[src/rtl/mux8_pkg.sv]
package mux8_pkg;
   typedef enum logic [3:0] {
      ST_IDLE  = 4'h0,
      ST_START = 4'h1,
      ST_ADR1  = 4'h3,
      ST_ADR2  = 4'h2,
      ST_ADR3  = 4'h6,
      ST_ADR4  = 4'h7,
      ST_WDAT  = 4'h5,
      ST_SETUP = 4'h4,
      ST_PULSE = 4'hC,
      ST_HOLD  = 4'hE,
      ST_OUTEN = 4'hF,
      ST_PACK  = 4'hD,
      ST_CAPT  = 4'hB,
      ST_READY = 4'h9,
      ST_TURN  = 4'h8
   } mst_e;

   localparam int unsigned ST_W  = 4;
   localparam int unsigned EVT_W = 2 ** ST_W;
endpackage

[src/rtl/mux8_seq.sv]
module mux8_seq
   import mux8_pkg::*;
#(
   parameter int unsigned CNT_W = 4,
   parameter int unsigned NB    = 4,
   localparam int unsigned IDX_W = (NB > 1) ? $clog2(NB) : 1
) (
   input  logic             clk,
   input  logic             rst_n,
   input  logic             psel,
   input  logic             penable,
   input  logic             pwrite,
   input  logic [CNT_W-1:0] cfg_setup,
   input  logic [CNT_W-1:0] cfg_pulse,
   input  logic [CNT_W-1:0] cfg_hold,
   output mst_e             state_o,
   output mst_e             nxt_o,
   output logic             wr_o,
   output logic [IDX_W-1:0] idx_o,
   output logic             accept_o
);
   mst_e             state_q, nxt;
   logic [CNT_W-1:0] cnt_q;
   logic [IDX_W-1:0] idx_q;
   logic             wr_q;
   logic             last, cnt_zero, step_byte;

   assign cnt_zero  = (cnt_q == '0);
   assign last      = (idx_q == IDX_W'(NB - 1));
   assign accept_o  = (state_q == ST_IDLE) && psel && !penable;
   assign step_byte = wr_q ? (state_q == ST_HOLD && cnt_zero) : (state_q == ST_PACK);

   always_comb begin
      nxt = state_q;
      unique case (state_q)
         ST_IDLE:  if (accept_o) nxt = ST_START;
         ST_START: nxt = ST_ADR1;
         ST_ADR1:  nxt = ST_ADR2;
         ST_ADR2:  nxt = ST_ADR3;
         ST_ADR3:  nxt = ST_ADR4;
         ST_ADR4:  nxt = wr_q ? ST_WDAT : ST_OUTEN;
         ST_WDAT:  nxt = ST_SETUP;
         ST_OUTEN: nxt = ST_SETUP;
         ST_SETUP: if (cnt_zero) nxt = ST_PULSE;
         ST_PULSE: if (cnt_zero) nxt = wr_q ? ST_HOLD : ST_CAPT;
         ST_CAPT:  nxt = ST_PACK;
         ST_PACK:  nxt = last ? ST_HOLD : ST_SETUP;
         ST_HOLD:  if (cnt_zero) nxt = (wr_q && !last) ? ST_WDAT : ST_READY;
         ST_READY: nxt = ST_TURN;
         ST_TURN:  nxt = ST_IDLE;
         default:  nxt = ST_IDLE;
      endcase
   end

   always_ff @(posedge clk or negedge rst_n) begin
      if (!rst_n) begin
         state_q <= ST_IDLE;
         cnt_q   <= '0;
         idx_q   <= '0;
         wr_q    <= 1'b0;
      end else begin
         state_q <= nxt;
         if (nxt != state_q) begin
            unique case (nxt)
               ST_SETUP: cnt_q <= cfg_setup;
               ST_PULSE: cnt_q <= cfg_pulse;
               ST_HOLD:  cnt_q <= cfg_hold;
               default:  cnt_q <= '0;
            endcase
         end else if (!cnt_zero) begin
            cnt_q <= cnt_q - 1'b1;
         end
         if (accept_o) begin
            wr_q  <= pwrite;
            idx_q <= '0;
         end else if (step_byte) begin
            idx_q <= idx_q + 1'b1;
         end
      end
   end

   assign state_o = state_q;
   assign nxt_o   = nxt;
   assign wr_o    = wr_q;
   assign idx_o   = idx_q;

   // a timed state is held only while its counter steps down by one each cycle
   a_r4_dwell_countdown: assert property (@(posedge clk) disable iff (!rst_n)
      ((state_q == $past(state_q)) &&
       (state_q == ST_SETUP || state_q == ST_PULSE || state_q == ST_HOLD))
      |-> ((cnt_q + 1'b1) == $past(cnt_q)));

   // every capture is followed directly by a pack
   a_r6_capture_then_pack: assert property (@(posedge clk) disable iff (!rst_n)
      (state_q == ST_CAPT) |=> (state_q == ST_PACK));

   // acknowledge is always followed by the release state
   a_r8_ready_then_turn: assert property (@(posedge clk) disable iff (!rst_n)
      (state_q == ST_READY) |=> (state_q == ST_TURN));
endmodule

[src/rtl/mux8_dp.sv]
module mux8_dp
   import mux8_pkg::*;
#(
   parameter int unsigned ADDR_W = 25,
   parameter int unsigned DATA_W = 32,
   parameter int unsigned BUS_W  = 8,
   localparam int unsigned NB    = DATA_W / BUS_W,
   localparam int unsigned IDX_W = (NB > 1) ? $clog2(NB) : 1,
   localparam int unsigned TOP_W = ADDR_W - 3 * BUS_W
) (
   input  logic              clk,
   input  logic              rst_n,
   input  logic              accept,
   input  logic [ADDR_W-1:0] paddr,
   input  logic [DATA_W-1:0] pwdata,
   input  mst_e              state,
   input  logic              wr,
   input  logic [IDX_W-1:0]  idx,
   input  logic [BUS_W-1:0]  ad_i,
   output logic [BUS_W-1:0]  ad_o,
   output logic              ad_oe,
   output logic              ale,
   output logic              cs_n,
   output logic              we_n,
   output logic              oe_n,
   output logic [DATA_W-1:0] rdata
);
   logic [ADDR_W-1:0] addr_q;
   logic [DATA_W-1:0] wdata_q;
   logic [BUS_W-1:0]  cap_q;
   logic [BUS_W-1:0]  adr4, wbyte;
   logic              in_adr, in_wr, in_rd;

   always_ff @(posedge clk or negedge rst_n) begin
      if (!rst_n) begin
         addr_q  <= '0;
         wdata_q <= '0;
         cap_q   <= '0;
      end else begin
         if (accept) begin
            addr_q  <= paddr;
            wdata_q <= pwdata;
         end
         if (state == ST_CAPT) cap_q <= ad_i;
      end
   end

   // last address phase: full byte or zero-padded remainder
   generate
      if (TOP_W == BUS_W) begin : g_adr4_full
         assign adr4 = addr_q[ADDR_W-1 -: BUS_W];
      end else begin : g_adr4_pad
         assign adr4 = {{(BUS_W - TOP_W){1'b0}}, addr_q[ADDR_W-1:3*BUS_W]};
      end
   endgenerate

   // read lanes, one register per byte position
   generate
      for (genvar l = 0; l < NB; l++) begin : g_lane
         logic [BUS_W-1:0] lane_q;
         always_ff @(posedge clk or negedge rst_n) begin
            if (!rst_n) lane_q <= '0;
            else if (state == ST_PACK && idx == IDX_W'(l)) lane_q <= cap_q;
         end
         assign rdata[l*BUS_W +: BUS_W] = lane_q;
      end
   endgenerate

   assign wbyte  = wdata_q[idx*BUS_W +: BUS_W];
   assign in_adr = (state == ST_ADR1) || (state == ST_ADR2) ||
                   (state == ST_ADR3) || (state == ST_ADR4);
   assign in_wr  = wr && ((state == ST_WDAT) || (state == ST_SETUP) ||
                          (state == ST_PULSE) || (state == ST_HOLD));
   assign in_rd  = !wr && ((state == ST_OUTEN) || (state == ST_SETUP) ||
                           (state == ST_PULSE) || (state == ST_CAPT) ||
                           (state == ST_PACK) || (state == ST_HOLD));

   always_comb begin
      unique case (state)
         ST_ADR1: ad_o = addr_q[BUS_W-1:0];
         ST_ADR2: ad_o = addr_q[2*BUS_W-1:BUS_W];
         ST_ADR3: ad_o = addr_q[3*BUS_W-1:2*BUS_W];
         ST_ADR4: ad_o = adr4;
         default: ad_o = in_wr ? wbyte : '0;
      endcase
   end

   assign ad_oe = in_adr || in_wr;
   assign ale   = in_adr;
   assign cs_n  = (state == ST_IDLE) || (state == ST_TURN);
   assign we_n  = !(wr && state == ST_PULSE);
   assign oe_n  = !in_rd;

   // driver and device output enable are never on together
   a_r10_no_contention: assert property (@(posedge clk) disable iff (!rst_n)
      ad_oe |-> oe_n);

   // the write strobe only fires while a data byte is driven, never with the latch
   a_r3_strobe_with_data: assert property (@(posedge clk) disable iff (!rst_n)
      !we_n |-> (ad_oe && !ale && !cs_n));
endmodule

[src/rtl/mux8_evt.sv]
module mux8_evt
   import mux8_pkg::*;
#(
   localparam int unsigned N = EVT_W
) (
   input  logic            clk,
   input  logic            rst_n,
   input  logic [ST_W-1:0] state,
   input  logic [ST_W-1:0] nxt,
   output logic [N-1:0]    evt
);
   logic ent_q;

   always_ff @(posedge clk or negedge rst_n) begin
      if (!rst_n) ent_q <= 1'b0;
      else        ent_q <= (nxt != state);
   end

   generate
      for (genvar k = 0; k < N; k++) begin : g_evt
         assign evt[k] = ent_q && (state == ST_W'(k));
      end
   endgenerate

   // at most one event bit at a time
   a_r9_evt_onehot: assert property (@(posedge clk) disable iff (!rst_n)
      $onehot0(evt));

   // an event bit never stays high two cycles in a row
   a_r9_evt_single: assert property (@(posedge clk) disable iff (!rst_n)
      (evt != '0) |=> (evt != $past(evt)));
endmodule

[src/rtl/mux8_bus_ctrl.sv]
module mux8_bus_ctrl
   import mux8_pkg::*;
#(
   parameter int unsigned ADDR_W = 25,
   parameter int unsigned DATA_W = 32,
   parameter int unsigned BUS_W  = 8,
   parameter int unsigned CNT_W  = 4,
   localparam int unsigned NB    = DATA_W / BUS_W,
   localparam int unsigned IDX_W = (NB > 1) ? $clog2(NB) : 1
) (
   input  logic              clk,
   input  logic              rst_n,
   input  logic              psel,
   input  logic              penable,
   input  logic              pwrite,
   input  logic [ADDR_W-1:0] paddr,
   input  logic [DATA_W-1:0] pwdata,
   output logic [DATA_W-1:0] prdata,
   output logic              pready,
   output logic              pslverr,
   input  logic [CNT_W-1:0]  cfg_setup,
   input  logic [CNT_W-1:0]  cfg_pulse,
   input  logic [CNT_W-1:0]  cfg_hold,
   input  logic [BUS_W-1:0]  bus_ad_i,
   output logic [BUS_W-1:0]  bus_ad_o,
   output logic              bus_ad_oe,
   output logic              bus_ale,
   output logic              bus_cs_n,
   output logic              bus_we_n,
   output logic              bus_oe_n,
   output logic [EVT_W-1:0]  evt_o
);
   generate
      if (DATA_W % BUS_W != 0 || NB < 2 || (NB & (NB - 1)) != 0) begin : g_bad_word
         $error("word width must be a power-of-two multiple of the bus width");
      end
      if (ADDR_W <= 3 * BUS_W || ADDR_W > 4 * BUS_W) begin : g_bad_addr
         $error("address must need exactly four bus phases");
      end
      if (CNT_W < 1) begin : g_bad_cnt
         $error("timing field needs at least one bit");
      end
   endgenerate

   mst_e             state, nxt;
   logic             wr, accept;
   logic [IDX_W-1:0] idx;

   mux8_seq #(.CNT_W(CNT_W), .NB(NB)) u_seq (
      .clk(clk), .rst_n(rst_n), .psel(psel), .penable(penable), .pwrite(pwrite),
      .cfg_setup(cfg_setup), .cfg_pulse(cfg_pulse), .cfg_hold(cfg_hold),
      .state_o(state), .nxt_o(nxt), .wr_o(wr), .idx_o(idx), .accept_o(accept)
   );

   mux8_dp #(.ADDR_W(ADDR_W), .DATA_W(DATA_W), .BUS_W(BUS_W)) u_dp (
      .clk(clk), .rst_n(rst_n), .accept(accept), .paddr(paddr), .pwdata(pwdata),
      .state(state), .wr(wr), .idx(idx), .ad_i(bus_ad_i), .ad_o(bus_ad_o),
      .ad_oe(bus_ad_oe), .ale(bus_ale), .cs_n(bus_cs_n), .we_n(bus_we_n),
      .oe_n(bus_oe_n), .rdata(prdata)
   );

   mux8_evt u_evt (
      .clk(clk), .rst_n(rst_n), .state(state), .nxt(nxt), .evt(evt_o)
   );

   assign pready  = (state == ST_READY);
   assign pslverr = 1'b0;

   // the acknowledge lasts a single cycle
   a_r7_ready_one_cycle: assert property (@(posedge clk) disable iff (!rst_n)
      pready |=> !pready);

   // chip select is active whenever the transfer is acknowledged
   a_r11_cs_at_ready: assert property (@(posedge clk) disable iff (!rst_n)
      pready |-> !bus_cs_n);
endmodule

[config.mk]
export PLATFORM = sky130hd
export DESIGN_NAME = mux8_bus_ctrl
export DESIGN_NICKNAME = d
export VERILOG_FILES = /design/src/rtl/mux8_pkg.sv /design/src/rtl/mux8_seq.sv /design/src/rtl/mux8_dp.sv /design/src/rtl/mux8_evt.sv /design/src/rtl/mux8_bus_ctrl.sv
export SDC_FILE = /design/constraint.sdc
export NUM_CORES = 1
export LEC_CHECK = 0
export ABC_AREA = 0
export BUFFER_PORTS_ARGS = -buffer_cell sky130_fd_sc_hd__buf_4
export CAP_MARGIN = 0
export CORE_AREA = 2 2 119 121
export CTS_BUF_LIST = sky130_fd_sc_hd__clkbuf_8
export DETAILED_ROUTE_END_ITERATION = 10
export DIE_AREA = 0 0 121 123
export PLACE_DENSITY = 0.69
export RECOVER_POWER = 100
export SYNTH_ARGS = -nofsm -noshare
export SYNTH_HDL_FRONTEND = slang
export SYNTH_SLANG_ARGS = --single-unit
export TNS_END_PERCENT = 20
[constraint.sdc]
create_clock -name clk -period 4.8 [get_ports clk]
set_input_delay 1.44 -clock clk [delete_from_list [all_inputs] [get_ports clk]]
set_output_delay 1.44 -clock clk [all_outputs]
set_load 0.01 [all_outputs]
* Yosys cells after proc, flatten, opt, wreduce, memory -nomap -nowiden
Cells that the tools add are included.
Word-level totals: word-level logic and storage cells 105, register bits 109, bits in latches 0, memories 0, ROM bits 0, memory bits (writable) 0, input port bits 82
Cells by class: $lt $le $gt $ge 0, multiplexer cells 17, shift operators 1, divide/modulo/power cells 0, add/sub/neg operators 2, multiply operators 0, bitwise gates (word level) 0, reduce and logical (&&, ||, !) cells 50, eq/ne operators 23
Operators by type and width (count):
- $pmux 4 s13 | 1
- $eq 4x4->1 const B | 10
- $mux 4 | 9
- $pmux 8 s4 | 1
- $shiftx 32x6->8 | 1
- $logic_and 1x1->1 | 27
- $eq 4x3->1 const B | 5
- $logic_or 1x1->1 | 13
- $pmux 4 s3 | 1
- $eq 4x2->1 const B | 2
- $logic_not 4->1 | 2
- $mux 8 | 1
- $logic_not 1->1 | 5
- $eq 2x2->1 const B | 2
- $eq 4x1->1 const B | 1
- $mux 2 | 2
- $ne 4x4->1 | 1
- $sub 4x1->4 const B | 1
- $mux 3 | 1
- $add 2x1->2 const B | 1
- $eq 2x1->1 const B | 1
- $logic_not 2->1 | 1
- $ne 2x1->1 const B | 1
- $reduce_bool 2->1 | 1
- other kinds (2) | 2

* Logic depth before layout (Yosys ltp)
depth in word-level cells 9, mapped depth 10, depth with buffers taken out 9

* By module
Synthesis repeated with hierarchy kept, for this count alone.
Second synthesis, totals: cells, all modules 416, area total of the unflattened synthesis 5337.6 sq um
By module, submodules not included:
- mux8_dp | area each 4167.7 sq um, cells an instance 270, instances 1, seq. area each 2427.3 sq um
- mux8_seq | area each 952.2 sq um, cells an instance 112, instances 1, seq. area each 275.3 sq um
- mux8_evt | area each 193.9 sq um, cells an instance 31, instances 1, seq. area each 25.0 sq um
- mux8_bus_ctrl | area each 23.8 sq um, cells an instance 3, instances 1, seq. area each 0.0 sq um

* Worst setup path before layout
Ideal clock, no wire load.
path type reg2out, from reg u_seq.state_q[3], in the netlist u_seq.state_o[3], to out bus_ad_o[1], cell stages (with the launch flop) 8, arrival 1806 ps, slack 1554 ps, buffers on the path 4, cell sequence dfrtp_1 > buf_6 > clkbuf_1 > buf_2 > nand2b_1 > clkbuf_1 > nand2_1 > o221ai_1
On the way: cells in the longest elaborated chain, start to end 7, elaborated cells between the ends (all ways) 14, classes of those cells 8 x eq/ne; 2 x mux; 4 x reduce/logical
Ends and longest elaborated chain:
- from (decl) | RTL line mux8_seq.sv:22 | mst_e state_q, nxt;
- from (signal assigned) | RTL line mux8_seq.sv:62 | state_q <= nxt;
- $eq 4x3->1 | RTL line mux8_dp.sv:72 | assign in_wr = wr && ((state == ST_WDAT) || (state == ST_SETUP) ||
- $logic_or 1x1->1 (2 in series) | RTL line mux8_dp.sv:72
- $logic_or 1x1->1 | RTL line mux8_dp.sv:73 | (state == ST_PULSE) || (state == ST_HOLD));
- $logic_and 1x1->1 | RTL line mux8_dp.sv:72
- $mux 8 | RTL line mux8_dp.sv:84 | default: ad_o = in_wr ? wbyte : '0;
- $pmux 8 s4 (*) | RTL line mux8_dp.sv:79 | unique case (state)
- to (decl) | RTL line mux8_bus_ctrl.sv:25 | output logic [BUS_W-1:0] bus_ad_o,
Mark *: on every way between the ends. The rest lies on a longest branch, timed or not.

* Worst setup path in the final report
from reg u_seq.state_q[0], in the netlist u_seq.state_o[0], to out bus_ad_o[5]
Same word-level chain as after synthesis.

==> impl_metrics.json <==
{
  "worst_setup_path_end_kind": "primary output",
  "start_kind": "register",
  "synth_area_per_cell_sq_um": 9.80,
  "grt_usage": 0.184,
  "grt_pass1_wl_microns": 21400,
  "cts.repair.resized": 0,
  "drive_above_1_share": 0.236,
  "netlist.area_leader.share": 0.515,
  "cp_slowest_cell": "nor3_1",
  "ios": 145,
  "cts_sinks": 109,
  "worst-path-max-fanout": 19,
  "finalClockSkew_ns": 0.0151,
  "yosysMostFrequentCell": "nand2_1",
  "relSlewSlack": -0.323,
  "critPathMostFrequentCell": "nand2_1",
  "syn_inst": 541,
  "tightest_slew_ns": 1.98,
  "holdBufCountCts": 0,
  "cts_tree": "done",
  "antennaDiodeCount": 0,
  "cts.clk_slew.worst_paths_ns": 0.10,
  "syn_to_final_growth_pct": 21.7,
  "yosys_warnings": 0,
  "final_cells": 855,
  "critPathMaxStageDelay_ns": 0.69,
  "vias_per_cell": 5.00,
  "arrival_ns": 2.60,
  "core-area_sq_um": 13600,
  "grt_busiest_layer": "met2",
  "post-route-period-util": 0.842,
  "synth_edf_count": 0,
  "gp_congestion": 0.809,
  "use_met1": 0.244,
  "syn_nets": 628,
  "worstPathRequired_ns": 3.36,
  "cts_buffers": 9,
  "ys_seq_area_frac": 0.515,
  "finalNetCount": 757,
  "hold_violations": 0,
  "ys_types": 56,
  "min_period_ns": 4.04,
  "netlist_area_sq_um": 5300,
  "port_buffers": 143,
  "total_power_mw": 3.93,
  "num_vias": 4278,
  "p_leak_nw": 3.18,
  "avgRoutedWirePerCell_microns": 15.7,
  "fmax_mhz": 248,
  "first_iter_violations": 293,
  "synthFlopType": "dfrtp_1",
  "grt_pass1_vias": 4289,
  "drc": 0,
  "ant_nets": 0,
  "ys_seq_elements": 109,
  "synth_common_cells": "nand2_1 (195), dfrtp_1 (109), mux2_2 (41)",
  "path_cells": "inv_1 > nand2_1 > nor3_1 > nand2_1 > o221ai_1 > clkbuf_1",
  "grt_max_degree": 62,
  "synth_area_leader_cell": "dfrtp_1",
  "hold_class": "reg -> reg",
  "overflow": 0,
  "die_height_microns": 123,
  "dp_cells": 839,
  "synthArstFlopShare": 1.00,
  "antenna_found_initial": 0,
  "initial_core_util": 0.389,
  "clock_latency_ns": 0.40,
  "grt_use_met3": 0.0397,
  "vdd_drop_max_mv": 0.236,
  "dieArea_sq_um": 14900,
  "setup_tns_ns": 0,
  "dp_hpwl_microns": 9780,
  "cts-htree-levels": 3,
  "drv_cap": 2,
  "row_count": 43,
  "status": "finished, violations left",
  "setup_viol": 0,
  "postCtsSetupBuffers": 0,
  "maxSlewViolCount": 100,
  "root_buffer": "clkbuf_8",
  "violations": "max-capacitance violations, max-slew violations",
  "clk_path_buf_depth": 2,
  "grt_setup_unrepaired": "no",
  "grtUsageMet2": 0.300,
  "path_class": "reg -> out",
  "die_w_microns": 121,
  "dr.pass1.iters": 4,
  "synth.top_cells.by_area": "dfrtp_1 (51%), nand2_1 (14%), mux2_2 (8.7%)",
  "power_density_nw_per_um2": 610,
  "wl_microns": 13400
}
[registers in the layout (all words and copies together), names as in the netlist]
signal,flops
u_dp.addr_q,25
u_dp.cap_q,8
u_dp.g_lane.lane_q,32
u_dp.wdata_q,32
u_evt.ent_q,1
u_seq.cnt_q,4
u_seq.idx_o,2
u_seq.state_o,4
u_seq.wr_o,1
[layout make-up]
cell class	instances	area, sq um
Fill cell	1339	7160
Sequential cell	109	2730
Multi-Input combinational cell	383	2330
Timing Repair Buffer	147	862
Tap cell	180	225
Clock buffer	10	138
Clock inverter	6	88.8
Inverter	20	75.1
[cells by family (layout without fill, tap and decap cells)]
kind of cell | after synthesis | in the layout | synth area share
adders and majority gates | 5 | 5 | 0.0118
DFF | 109 | 109 | 0.515
xor gates and xnor gates | 3 | 3 | 0.00496
buffers and inverters | 49 | 183 | 0.0389
other | 1 | 1 | 0.000707
muxes | 55 | 55 | 0.135
and+or+nand+nor | 260 | 260 | 0.204
AOI/OAI and AO/OA | 59 | 59 | 0.0904
[through the flow]
step	hold slack (ns)	utilization	worst slack, ns	instance area, sq um
finish	0.478	0.474	0.760	6450
global route	0.502	0.474	0.588	6450
CTS	0.482	0.494	0.809	6730
detailed placement	0.457	0.477	1.24	6500
global placement	0.454	0.477	1.36	6500
floorplan	0.440	-	1.55	5300
[path summary, 6_finish.rpt]
kind                                  startpoint                to  slack, ns  cells after the start
max in group asynchronous                  rst_n   u_dp.wdata_q[3]       1.36                      2
worst min-delay path            u_dp.wdata_q[24]  u_dp.wdata_q[24]       0.48                      2
worst max register to register  u_seq.state_o[2]    u_seq.cnt_q[3]       1.33                      7
worst max-delay path            u_seq.state_o[0]       bus_ad_o[5]       0.76                      6
worst min register to register  u_dp.wdata_q[24]  u_dp.wdata_q[24]       0.48                      2
min in group asynchronous                  rst_n     u_dp.cap_q[5]       1.58                      1
[report_power, final]
part | leakage, nW | switching, mW | internal [mW] | total (mW)
registers | 1.42 | 0.360 | 1.32 | 1.68
logic | 1.64 | 0.895 | 0.751 | 1.65
clock network | 0.113 | 0.342 | 0.269 | 0.611
[worst max-delay path: cells and delay by family (launching register included)]
kind | cells | cell delay [ns]
flip-flops | 1 | 0.61
buffers and inverters | 2 | 0.49
AO/OA/AOI/OAI | 1 | 0.13
AND/OR/NAND/NOR | 3 | 1.00
[layout by cell type, fill, tap and decap left out, types with 3 or more instances in the layout]
cell type | netlist | final
nor3_1 | 5 | 5
clkbuf_1 | 19 | 63
clkbuf_8 | 0 | 10
o22ai_1 | 3 | 3
dfrtp_1 | 109 | 109
nor2_1 | 28 | 28
mux4_2 | 9 | 9
ha_1 | 5 | 5
inv_1 | 19 | 20
a22oi_1 | 7 | 7
a21oi_1 | 11 | 11
mux2_2 | 41 | 41
buf_4 | 2 | 81
o221ai_1 | 7 | 8
nor2b_1 | 6 | 6
mux2i_1 | 5 | 5
o21ai_0 | 8 | 9
nand2b_1 | 9 | 9
a2bb2oi_1 | 4 | 5
nand2_1 | 195 | 195
[layer usage]
layer  share of wire  vias to the layer above  wire [microns]
met5               0                        -               0
met4           0.019                        0             248
met3           0.049                       19             656
met2            0.49                      123            6590
met1            0.44                     2081            5910
li1                -                     2055               -
Power figures use the tool's default switching activity.
